--- config.mk ---
export PLATFORM = sky130hd
export DESIGN_NAME = prio_irq_ctrl
export DESIGN_NICKNAME = d
export VERILOG_FILES = /design/src/rtl/prio_irq_pkg.sv /design/src/rtl/prio_irq_regs.sv /design/src/rtl/prio_irq_pend.sv /design/src/rtl/prio_irq_enc.sv /design/src/rtl/prio_irq_ctrl.sv
export SDC_FILE = /design/constraint.sdc
export NUM_CORES = 1
export LEC_CHECK = 0
export ABC_CLOCK_PERIOD_IN_PS = 2900
export BUFFER_PORTS_ARGS = -buffer_cell sky130_fd_sc_hd__buf_2
export CAP_MARGIN = 40
export CORE_MARGIN = 2
export CORE_UTILIZATION = 51
export DETAILED_ROUTE_END_ITERATION = 7
export GPL_TIMING_DRIVEN = 1
export PLACE_DENSITY_LB_ADDON = 0.05
export REMOVE_ABC_BUFFERS = 1
export SETUP_SLACK_MARGIN = 0.5
export SKIP_CTS_REPAIR_TIMING = 1
export SLEW_MARGIN = 0
export SYNTH_ARGS = -nofsm -noshare
export SYNTH_HDL_FRONTEND = slang
export SYNTH_SLANG_ARGS = --single-unit
export TNS_END_PERCENT = 20
--- constraint.sdc ---
create_clock -name clk -period 2.9 [get_ports clk]
set_clock_uncertainty 0.05 [all_clocks]
set_input_delay 0.58 -clock clk [delete_from_list [all_inputs] [get_ports clk]]
set_output_delay 0.58 -clock clk [all_outputs]
set_load 0.01 [all_outputs]
--- src/rtl/prio_irq_pkg.sv ---
package prio_irq_pkg;

    localparam int unsigned LVL_HI   = 15;
    localparam int unsigned VEC_W    = LVL_HI + 1;
    localparam int unsigned ID_W     = $clog2(VEC_W);
    localparam int unsigned DATA_W   = 32;
    localparam int unsigned TEST_BIT = 19;
    localparam int unsigned OVR_LVL  = 7;

    typedef logic [VEC_W-1:0] lvl_vec_t;

    // Levels that exist (1..LVL_HI) and levels that may be masked (1..LVL_HI-1)
    localparam lvl_vec_t PEND_KEEP = lvl_vec_t'((32'd1 << VEC_W) - 32'd2);
    localparam lvl_vec_t MASK_KEEP = lvl_vec_t'((32'd1 << LVL_HI) - 32'd2);

    typedef enum logic [1:0] {
        SEL_MASK  = 2'd0,
        SEL_CLR   = 2'd1,
        SEL_FORCE = 2'd2,
        SEL_TEST  = 2'd3
    } reg_sel_e;

    typedef struct packed {
        logic            vld;
        logic [ID_W-1:0] lvl;
    } ack_t;

    typedef struct packed {
        logic              en;
        reg_sel_e          sel;
        logic [DATA_W-1:0] data;
    } wr_req_t;

    function automatic logic [ID_W-1:0] top_level(lvl_vec_t v);
        logic [ID_W-1:0] r;
        r = '0;
        for (int i = 1; i <= int'(LVL_HI); i++) begin
            if (v[i]) r = ID_W'(i);
        end
        return r;
    endfunction

    function automatic lvl_vec_t level_bit(logic [ID_W-1:0] l);
        lvl_vec_t r;
        r = '0;
        r[l] = 1'b1;
        return r & PEND_KEEP;
    endfunction

endpackage

--- src/rtl/prio_irq_regs.sv ---
module prio_irq_regs
    import prio_irq_pkg::*;
(
    input  logic     clk,
    input  logic     rst,
    input  wr_req_t  wr,
    input  ack_t     ack,
    output lvl_vec_t mask_q,
    output lvl_vec_t force_q,
    output logic     test_q,
    output logic     par_err_q
);

    logic     mask_wr;
    logic     force_wr;
    logic     bad_bits;
    lvl_vec_t force_ack_clr;

    assign mask_wr  = wr.en && (wr.sel == SEL_MASK);
    assign force_wr = wr.en && (wr.sel == SEL_FORCE) && test_q;
    assign bad_bits = |(wr.data & ~DATA_W'(MASK_KEEP));

    // Forced bit taken by an acknowledge in test mode
    always_comb begin
        force_ack_clr = '0;
        if (ack.vld && test_q && force_q[ack.lvl]) begin
            force_ack_clr = level_bit(ack.lvl);
        end
    end

    always_ff @(posedge clk) begin
        if (rst) begin
            mask_q    <= '0;
            force_q   <= '0;
            test_q    <= 1'b0;
            par_err_q <= 1'b0;
        end else begin
            par_err_q <= mask_wr && bad_bits;
            if (mask_wr) begin
                mask_q <= wr.data[VEC_W-1:0] & MASK_KEEP;
            end
            if (wr.en && (wr.sel == SEL_TEST)) begin
                test_q <= wr.data[TEST_BIT];
            end
            if (force_wr) begin
                force_q <= wr.data[VEC_W-1:0] & PEND_KEEP;
            end else begin
                force_q <= force_q & ~force_ack_clr;
            end
        end
    end

endmodule

--- src/rtl/prio_irq_pend.sv ---
module prio_irq_pend
    import prio_irq_pkg::*;
(
    input  logic     clk,
    input  logic     rst,
    input  lvl_vec_t set_vec,
    input  lvl_vec_t clr_vec,
    output lvl_vec_t pend_q
);

    always_ff @(posedge clk) begin
        if (rst) begin
            pend_q <= '0;
        end else begin
            // Set applied after clear: a new event outlives a same-cycle clear
            pend_q <= ((pend_q & ~clr_vec) | set_vec) & PEND_KEEP;
        end
    end

endmodule

--- src/rtl/prio_irq_enc.sv ---
module prio_irq_enc
    import prio_irq_pkg::*;
(
    input  logic            clk,
    input  logic            rst,
    input  lvl_vec_t        pend,
    input  lvl_vec_t        force_v,
    input  logic            test,
    input  lvl_vec_t        mask,
    output logic [ID_W-1:0] irq_q
);

    lvl_vec_t live;

    assign live = (pend | (test ? force_v : '0)) & ~mask & PEND_KEEP;

    always_ff @(posedge clk) begin
        if (rst) begin
            irq_q <= '0;
        end else begin
            irq_q <= top_level(live);
        end
    end

endmodule

--- src/rtl/prio_irq_ctrl.sv ---
module prio_irq_ctrl
    import prio_irq_pkg::*;
(
    input  logic              clk,
    input  logic              rst,
    input  logic [VEC_W-1:0]  src_evt,
    input  logic              ovr_evt,
    input  logic              wr_en,
    input  logic [1:0]        wr_sel,
    input  logic [DATA_W-1:0] wr_data,
    input  logic              ack_vld,
    input  logic [ID_W-1:0]   ack_lvl,
    output logic [ID_W-1:0]   irq_lvl,
    output logic [VEC_W-1:0]  pend_rd,
    output logic [VEC_W-1:0]  mask_rd,
    output logic [VEC_W-1:0]  force_rd,
    output logic              test_on,
    output logic              par_err
);

    wr_req_t  wr;
    ack_t     ack;
    lvl_vec_t mask_q;
    lvl_vec_t force_q;
    lvl_vec_t pend_q;
    logic     test_q;
    lvl_vec_t set_vec;
    lvl_vec_t clr_vec;
    lvl_vec_t ovr_vec;

    assign wr.en   = wr_en;
    assign wr.sel  = reg_sel_e'(wr_sel);
    assign wr.data = wr_data;
    assign ack.vld = ack_vld;
    assign ack.lvl = ack_lvl;

    always_comb begin
        ovr_vec = '0;
        ovr_vec[OVR_LVL] = ovr_evt;
    end

    assign set_vec = (src_evt | ovr_vec) & PEND_KEEP;

    // Clear from software write and from an acknowledge not absorbed by a force bit
    always_comb begin
        clr_vec = '0;
        if (wr.en && (wr.sel == SEL_CLR)) begin
            clr_vec = wr.data[VEC_W-1:0] & PEND_KEEP;
        end
        if (ack.vld && !(test_q && force_q[ack.lvl])) begin
            clr_vec = clr_vec | level_bit(ack.lvl);
        end
    end

    prio_irq_regs u_regs (
        .clk       (clk),
        .rst       (rst),
        .wr        (wr),
        .ack       (ack),
        .mask_q    (mask_q),
        .force_q   (force_q),
        .test_q    (test_q),
        .par_err_q (par_err)
    );

    prio_irq_pend u_pend (
        .clk     (clk),
        .rst     (rst),
        .set_vec (set_vec),
        .clr_vec (clr_vec),
        .pend_q  (pend_q)
    );

    prio_irq_enc u_enc (
        .clk     (clk),
        .rst     (rst),
        .pend    (pend_q),
        .force_v (force_q),
        .test    (test_q),
        .mask    (mask_q),
        .irq_q   (irq_lvl)
    );

    assign pend_rd  = pend_q;
    assign mask_rd  = mask_q;
    assign force_rd = force_q;
    assign test_on  = test_q;

endmodule

==> results of run 1 <==
==> synth_stat cells (2+ instances only) <==
cell type / n / share of area [%]
sky130_fd_sc_hd__nor2b_1: 2 / 0.48
sky130_fd_sc_hd__nand3_1: 6 / 1.2
sky130_fd_sc_hd__buf_4: 4 / 1.2
sky130_fd_sc_hd__a22oi_1: 9 / 2.6
sky130_fd_sc_hd__inv_1: 8 / 1.2
sky130_fd_sc_hd__nand2_1: 49 / 7.1
sky130_fd_sc_hd__clkbuf_1: 12 / 1.7
sky130_fd_sc_hd__a211oi_2: 4 / 1.9
sky130_fd_sc_hd__dfxtp_1: 50 / 39
sky130_fd_sc_hd__mux2i_1: 10 / 3.9
sky130_fd_sc_hd__nor2_1: 26 / 3.8
sky130_fd_sc_hd__o211ai_1: 5 / 1.4
sky130_fd_sc_hd__a21oi_2: 3 / 1.0
sky130_fd_sc_hd__a211oi_1: 18 / 5.2
sky130_fd_sc_hd__o22ai_1: 2 / 0.48
sky130_fd_sc_hd__buf_6: 3 / 1.3
sky130_fd_sc_hd__nand4_1: 4 / 0.97
sky130_fd_sc_hd__buf_2: 3 / 0.58
sky130_fd_sc_hd__nor4_1: 4 / 0.97
sky130_fd_sc_hd__nor3_1: 7 / 1.4
sky130_fd_sc_hd__a2111oi_0: 3 / 1.0
sky130_fd_sc_hd__o21ai_0: 5 / 0.97
sky130_fd_sc_hd__a21oi_1: 55 / 11
sky130_fd_sc_hd__a32o_1: 4 / 1.5
sky130_fd_sc_hd__or2_2: 4 / 0.97
==> cell families (layout without fill, tap and decap cells) <==
kind of cell	Yosys count	after routing	synth area share, %
buf+inv	32	130	6.23
mux	11	11	4.73
compound gates	116	116	29.4
other cells	1	4	0.145
simple gates	113	113	20.8
flops	50	50	38.6
==> flip-flops by register name, summed over array words and instances (netlist names) <==
name / cells
u_regs.par_err_q: 1
u_enc.irq_q: 4
u_pend.pend_q: 15
u_regs.mask_q: 14
u_regs.test_q: 1
u_regs.force_q: 15
==> worst max-delay path, stage by stage <==
cell,delay (ns)
sky130_fd_sc_hd__buf_2,0.33
sky130_fd_sc_hd__mux2i_1,0.26
sky130_fd_sc_hd__o311ai_1,0.11
sky130_fd_sc_hd__o31a_2,0.49
sky130_fd_sc_hd__a211oi_2,0.45
sky130_fd_sc_hd__a211oi_1,0.14
==> through the flow <==
step	area, µm²	hold slack (ns)	utilization, %	cells
after global placement	3130	0.406	65.0	482
after floorplan	2480	0.432	-	303
after detailed placement	3140	0.413	65.2	483
after global routing	3250	0.457	67.5	491
after CTS	3250	0.429	67.5	491
final	3250	0.424	67.5	491
==> path summary, 6_finish.rpt <==
check,start,endpoint,slack (ns)
max,ack_lvl[0],u_pend.pend_q[10],0.66
min,u_regs.mask_q[1],u_regs.mask_q[1],0.42
max reg2reg,u_regs.test_q,u_enc.irq_q[0],0.95
min reg2reg,u_regs.mask_q[1],u_regs.mask_q[1],0.42
==> layout make-up <==
class	instances	area (µm²)	share of cell area [%]
Multi-Input combinational cell	244	1440	44.4
Sequential cell	50	1000	30.8
Timing Repair Buffer	113	581	17.9
Tap cell	67	83.8	2.58
Clock buffer	5	68.8	2.12
Clock inverter	3	40.0	1.23
Inverter	9	33.8	1.04
==> power groups by stage <==
stage | combinational, mW | clock (mW) | sequential [mW]
2_1_floorplan | 0.104 | 0 | 0.765
3_5_place_dp | 0.251 | 0 | 0.752
4_1_cts | 0.252 | 0.494 | 0.736
3_3_place_gp | 0.245 | 0 | 0.751
6_report | 0.253 | 0.491 | 0.736
5_1_grt | 0.280 | 0.521 | 0.740
==> metal layers <==
layer	share of wire, %	vias up	wire [µm]	track usage [%]
li1	-	1378	-	-
met1	44	1325	3390	37.1
met2	47	130	3620	42.9
met3	7.6	10	586	5.16
met4	1.5	0	112	11.9
met5	0	-	0	0
==> flow_metrics.py, run 1 <==
metrics = {
    "pwr": {
        "irDropWorstVdd_uv": 248,
        "powerDensity_mw_per_mm2": 456,
        "total_net_switching_power_mw": 0.410,
        "p_sw_share_pct": 27.7,
        "cellLeakagePower_nw": 1.43,
        "power_mw": 1.48,
        "seq_power_share_pct": 49.7,
        "power_frac_comb_pct": 17.1,
        "cell_internal_pwr_mw": 1.07,
        "clockPowerShare_pct": 33.2,
    },
    "floorplanning": {
        "placementRows": 25,
        "core_mm2": 0.00482,
        "num_io_pins": 113,
        "die_w_um": 75.3,
        "floorplan.die_area_mm2": 0.00567,
        "starting_density_of_the_core_pct": 53.8,
        "dieHeight_um": 75.3,
    },
    "global_routing": {
        "first_pass_grt_wire_length_um": 11800,
        "grt_max_degree": 25,
        "initial_antenna_violation_count": 0,
        "groute.usage.overall_pct": 27.4,
        "vias_in_the_first_global_route": 2500,
        "grt-ovfl-total": 0,
    },
    "status": {
        "status": "finished clean",
    },
    "cells_and_area": {
        "fraction_of_final_layout_cells_sized_beyond_drive_strength_1_pct": 32.8,
        "mostFrequentLayoutCell": "sky130_fd_sc_hd__buf_2",
        "antenna_cells": 0,
        "filler_cell_count": 457,
        "commonest_cells_after_routing_fill_and_taps_aside": "sky130_fd_sc_hd__buf_2 (107), sky130_fd_sc_hd__a21oi_1 (55), sky130_fd_sc_hd__dfxtp_1 (50), sky130_fd_sc_hd__nand2_1 (49), sky130_fd_sc_hd__nor2_1 (26)",
        "syn2layout_area_growth_pct": 25.3,
        "nets": 482,
    },
    "detailed_routing": {
        "drt_first_iter_violations": 231,
        "route.vias.total": 2843,
        "routed_wire_length_per_instance_um": 15.7,
        "drtPass1Iterations": 5,
        "totalWireLength_um": 7710,
        "ant_nets": 0,
        "remaining_drc_errors": 0,
        "avgViaCountPerCell": 5.79,
    },
    "timing": {
        "final-hold-violation-count": 0,
        "finalCritPeriodShare_pct": 77.4,
        "fin_crit_ns": 2.24,
        "finalSetupTns_ns": 0,
        "fmax_ghz": 0.446,
        "finalSetupViolCount": 0,
        "max_slew.worst_pin.slew_ns": 0.534,
        "setup_slack_ns": 0.656,
        "rsz0062_at_grt": "no",
        "timing.max_slew.rel_slack_pct": 64.3,
        "report.final.slew_viol_count": 0,
    },
    "synthesis": {
        "netlist-cell-type-count": 48,
        "ys_seq_area_share_pct": 38.6,
        "synth_edf_count": 0,
        "number_of_instances_in_the_synthesized_netlist": 323,
        "ys_async_sr_fraction_pct": 0,
        "synth_warnings": 0,
        "ys.flop_type": "sky130_fd_sc_hd__dfxtp_1",
        "mean_post_synth_cell_area_um2": 8.03,
        "synth.cell_area_mm2": 0.00259,
        "ys_ff_latch": 50,
    },
    "clocking": {
        "cts.htree.levels": 2,
        "clock-root-buffer": "sky130_fd_sc_hd__clkbuf_8",
        "insertion_delay_ns": 0.31,
        "tritoncts": "done",
        "clock-sinks": 50,
        "cts_max_path_buffers": 2,
        "clkTransAtPathRegs_ns": 0.09,
        "number_of_buffers_inserted_during_clock_tree_synthesis": 5,
    },
    "worst_setup_path": {
        "critPathArrivalTime_ns": 2.37,
        "start_kind": "input pin",
        "criticalPathCategory": "in2reg",
        "worstPathMaxFanout": 19,
        "cp_data_required_time_ns": 3.03,
        "worstRegToRegCells": 6,
        "cp-end-kind": "register",
    },
    "placement": {
        "gp_congestion": 0.897,
        "dp_hpwl_um": 5770,
        "io_buffers": 107,
        "place_worst_setup_slack_ns": 0.342,
    },
    "worst_hold_path": {
        "worst_hold_path_type": "reg2reg",
        "whs_path_depth": 2,
    },
    "job": {
        "max-cap-violations": 0,
    },
}
No activity file was read; power rests on OpenSTA's default activity.
==> run 2, diff against run 1 <==
- ABC_AREA: default -> 1
- ABC_CLOCK_PERIOD_IN_PS: 2900 -> 2300
- CORE_UTILIZATION: 51 -> 48
- clock period: 2.9 -> 2.3 ns (I/O delays scaled with it)
==> run 2 against run 1 <==
- utilization decreased by 5.0 points
- worst hold slack got worse by 0.12 ns
- clock power increased by 28%
- setup slack got worse by 0.098 ns
- synthesized cell count increased by 26%
- sequential cell count unchanged
- count of clock-buffer cells in the layout unchanged
- sequential power increased by 26%
- critical path type unchanged
- critical endpoint is now u_pend.pend_q[14]
==> flow_metrics.py, run 2 <==
metrics = {
    "status": {
        "status": "finished clean",
    },
    "worst_setup_path": {
        "cp_slowest_stage_delay_ns": 0.28,
        "criticalPathCategory": "in2reg",
        "start_kind": "input pin",
        "worstRegToRegCells": 8,
        "startpoint_of_the_worst_slack_reg_to_reg_timing_path": "u_regs.force_q[7]",
        "worstPathMaxFanout": 14,
        "critPathArrivalTime_ns": 1.89,
        "crit_slowest_cell": "sky130_fd_sc_hd__nand2_2",
        "crit_path_frequent_cell": "sky130_fd_sc_hd__inv_2",
        "crit_chain": "buf_2 -> inv_2 -> nor2_2 -> inv_2 -> o22ai_1 -> o21ai_1 -> nand4_2 -> nand2_2 -> nand3_1 -> a31oi_1 -> nor2_1",
        "worst-r2r-setup-slack_ns": 0.64,
        "worstReg2RegEnd": "u_pend.pend_q[14]",
        "cp_data_required_time_ns": 2.45,
        "cp-end-kind": "register",
    },
    "detailed_routing": {
        "ant_nets": 0,
        "avgViaCountPerCell": 4.99,
        "remaining_drc_errors": 0,
        "routed_wire_length_per_instance_um": 13.0,
        "totalWireLength_um": 7570,
        "drt_first_iter_violations": 144,
        "drtPass1Iterations": 4,
        "route.vias.total": 2906,
    },
    "placement": {
        "place_worst_setup_slack_ns": 0.246,
        "dpl-instance-area_mm2": 0.00327,
        "numPlacedInstances": 574,
        "dp_hpwl_um": 5590,
        "gp_congestion": 0.933,
        "io_buffers": 107,
    },
    "cells_and_area": {
        "final_util_pct": 62.4,
        "layout_top_registers": "u_pend.pend_q: 15 flops, u_regs.force_q: 15 flops, u_regs.mask_q: 14 flops",
        "syn2layout_area_growth_pct": 26.7,
        "commonest_cells_after_routing_fill_and_taps_aside": "sky130_fd_sc_hd__nand2_1 (122), sky130_fd_sc_hd__buf_2 (107), sky130_fd_sc_hd__nor2_1 (49), sky130_fd_sc_hd__dfxtp_1 (49), sky130_fd_sc_hd__inv_1 (42)",
        "mostFrequentLayoutCell": "sky130_fd_sc_hd__nand2_1",
        "fraction_of_final_layout_cells_sized_beyond_drive_strength_1_pct": 30.6,
        "stdcell_area_mm2": 0.00339,
        "nets": 568,
        "finalNonFillerCells": 582,
        "antenna_cells": 0,
    },
    "floorplanning": {
        "starting_density_of_the_core_pct": 49.3,
        "core_mm2": 0.00544,
        "floorplan.die_area_mm2": 0.00620,
        "dieHeight_um": 78.7,
        "die_w_um": 78.7,
        "num_io_pins": 113,
        "placementRows": 27,
    },
    "synthesis": {
        "synth_largest_area_cell": "sky130_fd_sc_hd__dfxtp_1",
        "ys_seq_area_share_pct": 37.3,
        "synth_edf_count": 0,
        "netlist-cell-type-count": 31,
        "ys_ff_latch": 50,
        "synth_top_area_share_pct": 37.3,
        "yosys-top-cells-count": "sky130_fd_sc_hd__nand2_1 (122), sky130_fd_sc_hd__dfxtp_1 (50), sky130_fd_sc_hd__nor2_1 (50)",
        "ys.flop_type": "sky130_fd_sc_hd__dfxtp_1",
        "ys_async_sr_fraction_pct": 0,
        "number_of_instances_in_the_synthesized_netlist": 406,
        "synthMostInstantiatedCell": "sky130_fd_sc_hd__nand2_1",
        "post_synth_main_area_contributors": "sky130_fd_sc_hd__dfxtp_1 (37%), sky130_fd_sc_hd__nand2_1 (17%), sky130_fd_sc_hd__nor2_1 (7.0%)",
        "synth.cell_area_mm2": 0.00268,
        "synth_warnings": 0,
        "mean_post_synth_cell_area_um2": 6.60,
    },
    "pwr": {
        "total_net_switching_power_mw": 0.516,
        "cell_internal_pwr_mw": 1.35,
        "power_mw": 1.87,
        "seq_power_share_pct": 49.8,
        "irDropWorstVdd_uv": 240,
        "powerDensity_mw_per_mm2": 550,
        "power_frac_comb_pct": 16.4,
        "cellLeakagePower_nw": 1.60,
        "clockPowerShare_pct": 33.8,
        "p_sw_share_pct": 27.7,
    },
    "timing": {
        "rsz0062_at_grt": "yes",
        "finalSetupTns_ns": 0,
        "report.final.slew_viol_count": 0,
        "fmax_ghz": 0.574,
        "max_slew.worst_pin.slew_ns": 0.644,
        "setup_slack_ns": 0.558,
        "final-hold-violation-count": 0,
        "finalSetupViolCount": 0,
        "fin_crit_ns": 1.74,
        "worst_hold_slack_after_final_layout_ns": 0.299,
        "timing.max_slew.rel_slack_pct": 57.0,
        "finalCritPeriodShare_pct": 75.7,
    },
    "global_routing": {
        "initial_antenna_violation_count": 0,
        "vias_in_the_first_global_route": 2509,
        "first_pass_grt_wire_length_um": 12000,
        "grt-ovfl-total": 0,
        "groute.usage.overall_pct": 24.6,
        "grt_max_degree": 31,
    },
    "clocking": {
        "clkTransAtPathRegs_ns": 0.10,
        "cts_max_path_buffers": 2,
        "tritoncts": "done",
        "insertion_delay_ns": 0.31,
        "number_of_buffers_inserted_during_clock_tree_synthesis": 5,
        "clock-sinks": 50,
        "cts.htree.levels": 2,
        "clock-root-buffer": "sky130_fd_sc_hd__clkbuf_8",
    },
    "job": {
        "max-cap-violations": 0,
    },
    "worst_hold_path": {
        "whs_path_depth": 3,
        "worstHoldEndpoint": "u_pend.pend_q[11]",
        "timing.hold.worst.start": "src_evt[11]",
        "worst_hold_path_type": "in2reg",
    },
}
==> run 2: worst max-delay path by stage <==
stage                        startpoint                  to  slack (ns)  cells after the start
after floorplan           u_regs.test_q  u_regs.force_q[10]        0.16                      4
after global placement       ack_lvl[0]   u_pend.pend_q[14]        0.28                     11
after detailed placement     ack_lvl[0]   u_pend.pend_q[14]        0.25                     10
after CTS                 u_regs.test_q      u_enc.irq_q[0]        0.50                     16
after global routing         ack_lvl[0]    u_pend.pend_q[4]        0.46                     10
final                        ack_lvl[0]   u_pend.pend_q[14]        0.56                     11
==> run 2: cell type report <==
type,instances,area [µm²]
multi-input combinational,290,1410
clock buffer,5,68.8
clock inverter,3,40.0
inverter,48,180
timing repair buffer,114,601
fill,530,2040
sequential,50,1000
tap,72,90.1
==> run 2: logic make-up after synthesis <==
kind of cell	count (synthesis)	share of synthesized area, %
other	1	0.140
AND/OR/NAND/NOR	205	31.9
buffers and inverters	69	11.0
AO/OA/AOI/OAI	81	19.6
flip-flops	50	37.3
==> run 2: critical path: cells and delay by family <==
kind	cells	cell delay, ns
buf+inv	3	0.31
compound gates	3	0.44
simple gates	5	0.68
==> run 2: routing by layer <==
| metal | part of all wire, % | vias to the layer above | wire length (µm) | track usage [%] |
|---|---|---|---|---|
| met2 | 48 | 103 | 3620 | 42.1 |
| met4 | 0.82 | 0 | 62 | 5.26 |
| met5 | 0 | - | 0 | 0 |
| met1 | 45 | 1305 | 3430 | 32.7 |
| li1 | - | 1492 | - | - |
| met3 | 6.0 | 6 | 454 | 4.09 |
==> run 2: power groups by stage <==
stage	Sequential [mW]	Combinational [mW]	Clock, mW
2_1_floorplan	0.966	0.124	0
3_3_place_gp	0.949	0.299	0
3_5_place_dp	0.950	0.303	0
4_1_cts	0.930	0.304	0.641
5_1_grt	0.935	0.341	0.669
6_report	0.930	0.306	0.630
